<file path="src/rtl/sag_pkg.sv">
// Shared definitions for the sliding-window address generator.
// Assumes: default widths are used unless a module overrides them.
package sag_pkg;
    localparam int ADDR_W_DEF = 16;
    localparam int CNT_W_DEF  = 16;

    // Action chosen by the controller for the current cycle.
    typedef enum logic [1:0] {
        ACT_HOLD   = 2'd0,
        ACT_ADV    = 2'd1,
        ACT_SLIDE  = 2'd2,
        ACT_FINISH = 2'd3
    } sag_act_e;
endpackage

</file>
<file path="src/rtl/sag_stepper.sv">
// Common stepper unit: a value register that adds a signed stride on each
// advance, plus a step counter. last_o flags that the current value is the
// final one, either because the count is used up or because the next value
// would cross the bound. The bound test uses the true sum, not the wrapped one.
// Assumes: init_i has priority over adv_i; adv_i is only raised when last_o is low.
module sag_stepper #(
    parameter int AW = sag_pkg::ADDR_W_DEF,
    parameter int CW = sag_pkg::CNT_W_DEF
) (
    input  logic          clk,
    input  logic          rst_n,
    input  logic          init_i,
    input  logic [AW-1:0] init_val_i,
    input  logic          adv_i,
    input  logic [AW-1:0] stride_i,
    input  logic [AW-1:0] bound_i,
    input  logic [CW-1:0] max_cnt_i,
    output logic [AW-1:0] val_o,
    output logic [AW-1:0] nxt_o,
    output logic          last_o
);
    localparam int EW = AW + 2;

    logic [AW-1:0]        val_q;
    logic [CW-1:0]        cnt_q;
    logic signed [EW-1:0] sum_full;
    logic signed [EW-1:0] bound_ext;
    logic                 crosses;
    logic                 count_out;

    // Full-precision successor and bound, so that wrap-around is seen as crossing.
    always_comb begin
        sum_full  = $signed({2'b00, val_q}) + $signed({{2{stride_i[AW-1]}}, stride_i});
        bound_ext = $signed({2'b00, bound_i});
    end

    // Sign-aware crossing test: ceiling for positive strides, floor for negative ones.
    always_comb begin
        if (stride_i[AW-1])
            crosses = (sum_full < bound_ext);
        else if (stride_i != '0)
            crosses = (sum_full > bound_ext);
        else
            crosses = 1'b0;
    end

    // Count limit; a maximum of zero behaves as one.
    always_comb count_out = ({1'b0, cnt_q} + 1'b1) >= {1'b0, max_cnt_i};

    assign val_o  = val_q;
    assign nxt_o  = sum_full[AW-1:0];
    assign last_o = count_out | crosses;

    // Value and counter update.
    always_ff @(posedge clk) begin
        if (!rst_n) begin
            val_q <= '0;
            cnt_q <= '0;
        end else if (init_i) begin
            val_q <= init_val_i;
            cnt_q <= '0;
        end else if (adv_i) begin
            val_q <= sum_full[AW-1:0];
            cnt_q <= cnt_q + 1'b1;
        end
    end

    // the unit is never advanced beyond its final value.
    p_no_step_past_end_r3: assert property (@(posedge clk) disable iff (!rst_n)
        (adv_i && !init_i) |-> !last_o);

    // an advance moves the value by exactly the stride (modulo 2^AW).
    p_advance_by_stride_r1: assert property (@(posedge clk) disable iff (!rst_n)
        (adv_i && !init_i) |=> (val_o == AW'($past(val_o) + $past(stride_i))));

    // without init or advance the value holds.
    p_hold_when_idle_r2: assert property (@(posedge clk) disable iff (!rst_n)
        (!adv_i && !init_i) |=> $stable(val_o));
endmodule

</file>
<file path="src/rtl/sag_ctrl.sv">
// Scan controller: tracks whether a scan is running and picks the action of
// each cycle: hold, advance the address, slide the window, or finish.
// Assumes: addr_last_i and slide_end_i come from the stepper units and
// reflect the current values.
module sag_ctrl (
    input  logic              clk,
    input  logic              rst_n,
    input  logic              load_i,
    input  logic              en_i,
    input  logic              addr_last_i,
    input  logic              slide_end_i,
    output sag_pkg::sag_act_e act_o,
    output logic              run_o,
    output logic              vld_o
);
    import sag_pkg::*;

    logic run_q;

    // A valid address is presented only while running and enabled, and never in a load cycle.
    always_comb vld_o = run_q & en_i & ~load_i;

    // Action decode for the current cycle.
    always_comb begin
        if (!vld_o)
            act_o = ACT_HOLD;
        else if (!addr_last_i)
            act_o = ACT_ADV;
        else if (slide_end_i)
            act_o = ACT_FINISH;
        else
            act_o = ACT_SLIDE;
    end

    // Run flag: set by load, cleared after the final address.
    always_ff @(posedge clk) begin
        if (!rst_n)
            run_q <= 1'b0;
        else if (load_i)
            run_q <= 1'b1;
        else if (act_o == ACT_FINISH)
            run_q <= 1'b0;
    end

    assign run_o = run_q;

    // a load always leaves the block running.
    p_load_starts_r8: assert property (@(posedge clk) disable iff (!rst_n)
        load_i |=> run_o);

    // running stops only after the last address of a final window.
    p_halt_only_at_end_r6: assert property (@(posedge clk) disable iff (!rst_n)
        ($past(rst_n) && $fell(run_q)) |->
            $past(en_i && addr_last_i && slide_end_i && !load_i));
endmodule

</file>
<file path="src/rtl/slide_addr_gen.sv">
// Sliding-window address generator for one dimension. Three copies of the
// stepper unit hold the floor, the bound and the address. The address scans
// from the floor toward the bound; at each window end the floor and the bound
// slide by their own strides until a slider runs out.
// Assumes: configuration inputs are sampled only in the load cycle.
module slide_addr_gen #(
    parameter int AW = sag_pkg::ADDR_W_DEF,
    parameter int CW = sag_pkg::CNT_W_DEF
) (
    input  logic          clk,
    input  logic          rst_n,
    input  logic          load_i,
    input  logic          en_i,
    input  logic [AW-1:0] base_init_i,
    input  logic [AW-1:0] base_step_i,
    input  logic [AW-1:0] base_stop_i,
    input  logic [AW-1:0] lim_init_i,
    input  logic [AW-1:0] lim_step_i,
    input  logic [AW-1:0] lim_stop_i,
    input  logic [AW-1:0] addr_step_i,
    input  logic [CW-1:0] addr_max_i,
    input  logic [CW-1:0] win_max_i,
    output logic [AW-1:0] addr_o,
    output logic          addr_vld_o,
    output logic          win_end_o,
    output logic          done_o
);
    import sag_pkg::*;

    typedef struct packed {
        logic [AW-1:0] base_step;
        logic [AW-1:0] base_stop;
        logic [AW-1:0] lim_step;
        logic [AW-1:0] lim_stop;
        logic [AW-1:0] addr_step;
        logic [CW-1:0] addr_max;
        logic [CW-1:0] win_max;
    } cfg_t;

    cfg_t          cfg_q;
    sag_act_e      act;
    logic          run;
    logic          vld;
    logic          slide;
    logic          first_q;
    logic [AW-1:0] base_val, base_nxt, lim_val, lim_nxt, addr_val, addr_nxt;
    logic          base_last, lim_last, addr_last;
    logic [AW-1:0] addr_seed;

    // Configuration capture on load.
    always_ff @(posedge clk) begin
        if (!rst_n)
            cfg_q <= '0;
        else if (load_i)
            cfg_q <= '{base_step: base_step_i, base_stop: base_stop_i,
                       lim_step:  lim_step_i,  lim_stop:  lim_stop_i,
                       addr_step: addr_step_i, addr_max:  addr_max_i,
                       win_max:   win_max_i};
    end

    sag_ctrl u_ctrl (
        .clk         (clk),
        .rst_n       (rst_n),
        .load_i      (load_i),
        .en_i        (en_i),
        .addr_last_i (addr_last),
        .slide_end_i (base_last | lim_last),
        .act_o       (act),
        .run_o       (run),
        .vld_o       (vld)
    );

    assign slide = (act == ACT_SLIDE);

    // Floor slider.
    sag_stepper #(.AW(AW), .CW(CW)) u_base (
        .clk        (clk),
        .rst_n      (rst_n),
        .init_i     (load_i),
        .init_val_i (base_init_i),
        .adv_i      (slide),
        .stride_i   (cfg_q.base_step),
        .bound_i    (cfg_q.base_stop),
        .max_cnt_i  (cfg_q.win_max),
        .val_o      (base_val),
        .nxt_o      (base_nxt),
        .last_o     (base_last)
    );

    // Bound slider.
    sag_stepper #(.AW(AW), .CW(CW)) u_lim (
        .clk        (clk),
        .rst_n      (rst_n),
        .init_i     (load_i),
        .init_val_i (lim_init_i),
        .adv_i      (slide),
        .stride_i   (cfg_q.lim_step),
        .bound_i    (cfg_q.lim_stop),
        .max_cnt_i  (cfg_q.win_max),
        .val_o      (lim_val),
        .nxt_o      (lim_nxt),
        .last_o     (lim_last)
    );

    // Address restarts at the initial floor on load, at the slid floor otherwise.
    always_comb addr_seed = load_i ? base_init_i : base_nxt;

    // Address stepper, bounded by the live bound slider value.
    sag_stepper #(.AW(AW), .CW(CW)) u_addr (
        .clk        (clk),
        .rst_n      (rst_n),
        .init_i     (load_i | slide),
        .init_val_i (addr_seed),
        .adv_i      (act == ACT_ADV),
        .stride_i   (cfg_q.addr_step),
        .bound_i    (lim_val),
        .max_cnt_i  (cfg_q.addr_max),
        .val_o      (addr_val),
        .nxt_o      (addr_nxt),
        .last_o     (addr_last)
    );

    // Marks the first address of a window (may lie beyond the bound).
    always_ff @(posedge clk) begin
        if (!rst_n)
            first_q <= 1'b1;
        else if (load_i || slide)
            first_q <= 1'b1;
        else if (act == ACT_ADV)
            first_q <= 1'b0;
    end

    assign addr_o     = addr_val;
    assign addr_vld_o = vld;
    assign win_end_o  = vld & addr_last;
    assign done_o     = ~run;

    // with a positive stride, later addresses stay at or below the bound.
    p_ceiling_kept_r4: assert property (@(posedge clk) disable iff (!rst_n)
        (vld && !first_q && !cfg_q.addr_step[AW-1] && !load_i) |-> (addr_val <= lim_val));

    // with a negative stride, later addresses stay at or above the bound.
    p_floor_kept_r4: assert property (@(posedge clk) disable iff (!rst_n)
        (vld && !first_q && cfg_q.addr_step[AW-1] && !load_i) |-> (addr_val >= lim_val));

    // after a slide, the address restarts at the new floor.
    p_restart_at_floor_r5: assert property (@(posedge clk) disable iff (!rst_n)
        ($past(rst_n) && $past(slide) && !$past(load_i)) |-> (addr_val == base_val));

    // after a slide, the bound has moved by its stride.
    p_bound_slid_r5: assert property (@(posedge clk) disable iff (!rst_n)
        ($past(rst_n) && $past(slide) && !$past(load_i)) |-> (lim_val == $past(lim_nxt)));

    // the address never advances into a crossing successor.
    p_no_cross_adv_r4: assert property (@(posedge clk) disable iff (!rst_n)
        (act == ACT_ADV) |=> (addr_val == $past(addr_nxt)));
endmodule

</file>
<file path="config.mk">
export PLATFORM = sky130hd
export DESIGN_NAME = slide_addr_gen
export DESIGN_NICKNAME = d
export VERILOG_FILES = /design/src/rtl/sag_pkg.sv /design/src/rtl/sag_stepper.sv /design/src/rtl/sag_ctrl.sv /design/src/rtl/slide_addr_gen.sv
export SDC_FILE = /design/constraint.sdc
export NUM_CORES = 1
export LEC_CHECK = 0
export ABC_AREA = 1
export BUFFER_PORTS_ARGS = -buffer_cell sky130_fd_sc_hd__buf_2
export CORE_UTILIZATION = 45
export DETAILED_ROUTE_END_ITERATION = 6
export PLACE_DENSITY_LB_ADDON = 0.05
export SYNTH_ARGS = -nofsm -noshare
export SYNTH_HDL_FRONTEND = slang
export SYNTH_HIERARCHICAL = 1
export SYNTH_SLANG_ARGS = --single-unit
</file>
<file path="constraint.sdc">
create_clock -name clk -period 6.7 [get_ports clk]
set_clock_uncertainty 0.1 [all_clocks]
set_input_delay 0.67 -clock clk [delete_from_list [all_inputs] [get_ports clk]]
set_output_delay 0.67 -clock clk [all_outputs]
set_load 0.05 [all_outputs]
</file>
Word level (Yosys, flattened, before mapping). Cells that the tools add are included.

Flip-flop bits (word level): 209. Bits of input ports: 148. Output and inout port bits: 19. Logic and storage cells: 72.

$add $sub $neg: 9. $lt $le $gt $ge: 9. Equal/unequal tests: 3. Mux-type cells: 18. Bitwise gates (word level): 11. Reduce and logical (&&, ||, !) cells: 8.

Operator list (number): 16-bit two-way mux (7); 17-bit by 16-bit adder with 18-bit output (3); 18-bit by 17-bit greater-than comparator with 1-bit output (3); 18-bit by 17-bit less-than comparator with 1-bit output (3); 16-bit by 1-bit adder with 17-bit output (second input constant) (3); 17-bit by 16-bit >= comparator with 1-bit output (3); 16-bit by 1-bit adder with 16-bit output (second input constant) (3); 16-bit nonzero test (3); 1-bit two-way mux (9); 2-bit nonzero test (3); 1-bit bitwise OR (5); 2-bit == test (second input constant) (2); 2-bit two-way mux (2); 2-bit OR reduction (2); 1-bit bitwise AND (3); 1-bit NOT (3); 2-bit by 1-bit == test with 1-bit output (second input constant) (1).

Longest topological paths before layout.
Depth after elaboration: 12. Gate-level depth with buffers: 35. Depth with buffers taken out: 34.

Modules after synthesis. Netlist, hierarchy kept.

By module, submodules not included: slide_addr_gen (times used 1, cells an instance 770, area each 4868.4 um^2, sequential area each 2242.2 um^2); sag_stepper (u_base) (times used 1, cells an instance 505, area each 3354.5 um^2, sequential area each 640.6 um^2); sag_stepper (u_lim) (times used 1, cells an instance 495, area each 3304.4 um^2, sequential area each 640.6 um^2); sag_stepper (u_addr) (times used 1, cells an instance 497, area each 3289.4 um^2, sequential area each 640.6 um^2); sag_ctrl (times used 1, cells an instance 13, area each 70.1 um^2, sequential area each 20.0 um^2).

Worst setup path after synthesis. OpenSTA, ideal clock, no wires.

Path type: register to register. Start point: register u_addr.val_q[0], in the netlist u_addr/val_o[0]. End point: register u_addr.val_q[14], in the netlist u_addr/val_o[14]. Setup time: 70 ps. Arrival: 4411 ps. Setup slack: 2118 ps. Stages on the path, launching flop included: 33. Buffers on the path: 2. Clock period less this slack: 4582 ps. Cell sequence: dfxtp_1 ha_1 fa_1 nand3_1 nand2_1 nand2_1 nand2_1 a21oi_2 o21bai_1 or2_1 and2_1 ha_1 nand2_1 nor2_1 a211oi_1 nand2_1 nand2_1 nand2_1 nand2_1 nand2_1 nand2_1 nand2_1 nand2_1 nand2_1 inv_1 nor2_1 nor2_1 o21ai_0 clkbuf_1 nor2_1 clkbuf_1 a22oi_1 a21oi_1.

Longest elaborated chain between the ends: 10.

Ends and longest elaborated chain: start, declared (RTL line sag_stepper.sv:24) `logic [AW-1:0] val_q;`; start signal, assigned (RTL line sag_stepper.sv:60) `val_q <= init_val_i;`; start signal, assigned (RTL line sag_stepper.sv:63) `val_q <= sum_full[AW-1:0];`; 17-bit by 16-bit adder with 18-bit output * (RTL line sag_stepper.sv:33) `sum_full = $signed({2'b00, val_q}) + $signed({{2{stride_i[AW-1]}}, stride_i});`; net addr_nxt[12] (RTL line slide_addr_gen.sv:46) `logic [AW-1:0] base_val, base_nxt, lim_val, lim_nxt, addr_val, addr_nxt;`; 18-bit by 17-bit greater-than comparator with 1-bit output (RTL line sag_stepper.sv:42) `crosses = (sum_full > bound_ext);`; 1-bit two-way mux (RTL line sag_stepper.sv:41) `else if (stride_i != '0)`; 1-bit two-way mux * (RTL line sag_stepper.sv:39) `if (stride_i[AW-1])`; 1-bit bitwise OR * (RTL line sag_stepper.sv:52) `assign last_o = count_out | crosses;`; net addr_last (RTL line slide_addr_gen.sv:47) `logic base_last, lim_last, addr_last;`; 2-bit two-way mux * (RTL line sag_ctrl.sv:27) `else if (!addr_last_i)`; 2-bit two-way mux * (RTL line sag_ctrl.sv:25) `if (!vld_o)`; net act[0] (RTL line slide_addr_gen.sv:41) `sag_act_e act;`; 2-bit == test (RTL line slide_addr_gen.sv:73) `assign slide = (act == ACT_SLIDE);`; 1-bit bitwise OR (RTL line slide_addr_gen.sv:112) `.init_i (load_i | slide),`; 16-bit two-way mux / 2-bit nonzero test (equally long branches).

Mark *: on every way through the listed nets, which the timed path passes. The rest lies on a longest branch. The select of a mux whose other input is x is not followed. A chain may end at the register's enable or synchronous reset.

Worst setup path after layout.
Start point: register cfg_q[32] in the netlist's numbering. End point: register u_addr.val_q[14], in the netlist u_addr/val_o[14].

Longest elaborated chain between the ends: 10.

Ends and longest elaborated chain: start, declared (RTL line slide_addr_gen.sv:40) `cfg_t cfg_q;`; start signal, assigned (RTL line slide_addr_gen.sv:55) `cfg_q <= '{base_step: base_step_i, base_stop: base_stop_i,`; 17-bit by 16-bit adder with 18-bit output * (RTL line sag_stepper.sv:33); net addr_nxt[12] (RTL line slide_addr_gen.sv:46); 18-bit by 17-bit greater-than comparator with 1-bit output (RTL line sag_stepper.sv:42); 1-bit two-way mux (RTL line sag_stepper.sv:41); 1-bit two-way mux * (RTL line sag_stepper.sv:39); 1-bit bitwise OR * (RTL line sag_stepper.sv:52); net addr_last (RTL line slide_addr_gen.sv:47); 2-bit two-way mux * (RTL line sag_ctrl.sv:27); 2-bit two-way mux * (RTL line sag_ctrl.sv:25); net act[0] (RTL line slide_addr_gen.sv:41); 2-bit == test (RTL line slide_addr_gen.sv:73); 1-bit bitwise OR (RTL line slide_addr_gen.sv:112); 16-bit two-way mux / 2-bit nonzero test (equally long branches).

Marked as above.

==> flow_summary.toml <==
[sta]
setup_viol = 0
min_period_ns = 5.66
worstMarginPinSlew_ns = 1.30
fin_crit_sh_pct = 84.5
slew_viol_final = 0
fin_hold_ws_ns = 0.309
slew_headroom_pct = 12.8
setup_tns_ns = 0
fmax_mhz = 177
final.setup.worst_slack_ns = 1.04
hold_viol = 0
rsz0062_at_grt = "no"

[power]
switchingPower_mw = 1.14
power_mw = 3.62
power_frac_clock_pct = 39.3
p_comb_share_pct = 22.5
vdd_ir_drop_max_v = 0.000224
p_leak_nw = 9.12
power_frac_seq_pct = 38.3
p_sw_share_pct = 31.6
p_per_area_mw_per_mm2 = 216
power.internal_mw = 2.48

[grt]
grt_use_total_pct = 23.8
grt_max_degree = 100
grt.overflow.total = 0
antenna_found_initial = 0
grt_pass1_wl_um = 65300
grt_pass1_vias = 13100

[floorplanning]
initial_utilization_pct = 45.8
die_y_um = 184
io_pins = 167
die_x_um = 184
row_count = 66
die_area_mm2 = 0.0338
coreArea_mm2 = 0.0325

[clocking]
cts_resized = 0
cts_post_setup_buffers_inserted = 0
cts_buffers = 26
ctsHoldBuffers = 0
cts_sinks = 209
h-tree-depth = 1
cts_tree = "yes"
path_clk_slew_ns = 0.06
clk_latency_ns = 0.55
root_buffer = "clkbuf_16"
clock_path_buffers = 3

[critical_path]
crit_top_cell = "nand2_1"
cp.depth = 33
critPathCaptureType = "flip-flop"
criticalPathCategory = "flip-flop to flip-flop"
worstPathRequired_ns = 7.06
worst_path_largest_cell_delay_ns = 0.88
reg2regPathDepth = 33
critPathArrivalTime_ns = 6.02
crit_family = "simple AND/OR/NAND/NOR gates"
crit_slowest_cell = "nor2_1"
cp-start-kind = "flip-flop"
cp_max_fo = 26
crit_buf_inv = 4

[yosys]
async_flop_share_pct = 0
syn_inst = 2280
synth-edff-count = 0
ys_ff_latch = 209
synth_warnings = 6
synth_area_leaders = "dfxtp_1, nand2_1, ha_1, inv_1, nor2_1"
ys_types = 51
synth.top_cell.area_share_pct = 28.1
avgSynthCellArea_um2 = 6.53
synth-seq-area-share_pct = 28.1
synth_ff_type = "dfxtp_1"
yosys.area.top_type = "dfxtp_1"
syn-num-nets = 2581
syn-cell-area_mm2 = 0.0149

[detailed_routing]
vias_per_cell = 4.80
ant_nets = 0
vias = 13800
avgRoutedWirePerCell_um = 13.7
routed_wl_um = 39400
first_pass_iters = 5
drcViolationCount = 0
drt_iter0_drc = 844

[layout]
antenna_cells = 0
fin_util_pct = 51.6
syn_to_final_growth_pct = 12.8
drive_gt1_share_pct = 11.5
fin_area_mm2 = 0.0168
fillers = 3432
fin_nets = 2716
final_cell_count_no_fill = 2875

[place]
place_hpwl_um = 30800
dpl_worst_slack_ns = 1.15
gp_congestion = 0.957
placedCellCount = 2829
placedInstanceArea_mm2 = 0.0159
port_buffers = 166

[worst_hold_path]
hold_depth = 5
hold_path_class = "input port to flip-flop"

[flow_run]
cap_violations = 0

[status]
status = "completed"
worst reg2reg max path, delay by kind of cell (launching register included):
family / cells / cell delay [ns]
flip-flops: 1 / 0.33
buffers and inverters: 4 / 0.66
AND/OR/NAND/NOR: 22 / 2.92
adder cells (fa/ha/maj): 3 / 0.93
AO/OA/AOI/OAI: 4 / 0.63
cells in the mapped netlist (19+ instances only):
cell / instances
nand3_1: 52
nand2_1: 635
ha_1: 150
dfxtp_1: 209
a21oi_1: 123
xor2_1: 52
clkbuf_1: 22
buf_2: 21
inv_1: 372
nand4_1: 19
o21ai_0: 53
nor2_1: 333
a31oi_1: 30
cell usage in the layout (no fill, tap or decap), types with 7 or more instances in the layout:
cell       count
xor2_1        52
a22oi_1       15
nor2_4         7
nand2_1      635
nand3_2        8
nand4_1       19
a21oi_1      123
o21ai_1       17
nor2_2         7
nand3_1       52
inv_1        372
inv_2          8
dfxtp_1      209
nor3_1        11
clkinv_2       7
buf_4          9
buf_2        164
nor4_1        13
o21bai_1       9
a31oi_1       30
nor2_1       332
a211oi_1      10
clkbuf_16     27
ha_1         150
o21ai_0       52
xnor2_1       12
state kept, by name (all words and copies together), names as in the netlist:
signal,cells
cfg_q,112
u_addr/cnt_q,16
u_addr/val_o,16
u_base/cnt_q,16
u_base/val_o,16
u_ctrl/run_o,1
u_lim/cnt_q,16
u_lim/val_o,16
path summary, 6_finish.rpt:
| path | start | slack (ns) | end |
|---|---|---|---|
| worst max register to register | cfg_q[32] | 1.04 | u_addr/val_o[14] |
| worst min-delay path | base_stop_i[14] | 0.31 | cfg_q[94] |
| worst min register to register | cfg_q[95] | 0.37 | cfg_q[95] |
| worst max-delay path | cfg_q[32] | 1.04 | u_addr/val_o[14] |
cell type report:
type / instances / area [um^2] / share of cell area [%]
tap: 442 / 553 / 3.29
timing repair buffer: 174 / 902 / 5.37
sequential: 209 / 4180 / 24.9
clock buffer: 37 / 763 / 4.55
multi-input combinational: 1622 / 8860 / 52.8
clock inverter: 9 / 95.1 / 0.566
inverter: 382 / 1430 / 8.54
power by group through the flow:
stage / clock, mW / sequential, mW / combinational [mW]
finish: 1.42 / 1.38 / 0.814
global route: 1.51 / 1.39 / 0.937
CTS: 1.46 / 1.39 / 0.815
detailed placement: 0 / 1.41 / 0.809
global placement: 0 / 1.41 / 0.801
floorplan: 0 / 1.41 / 0.574
cells by family (layout without fill, tap and decap cells):
logic type      after synthesis  after routing  synth area share [%]
fa+ha+maj                   153            153                  13.0
flops                       209            209                  28.1
buf+inv                     449            602                  12.4
simple gates               1126           1126                  31.9
compound gates              276            276                  10.5
xor+xnor                     67             67                  4.09
layer usage:
metal,track usage [%],up-vias,wire [um]
met5,0,-,0
met4,7.87,0,1290
met3,2.61,70,1710
met2,39.4,293,17500
met1,32.1,6063,18900
li1,-,7383,-
(Power assumes the default switching activity.)
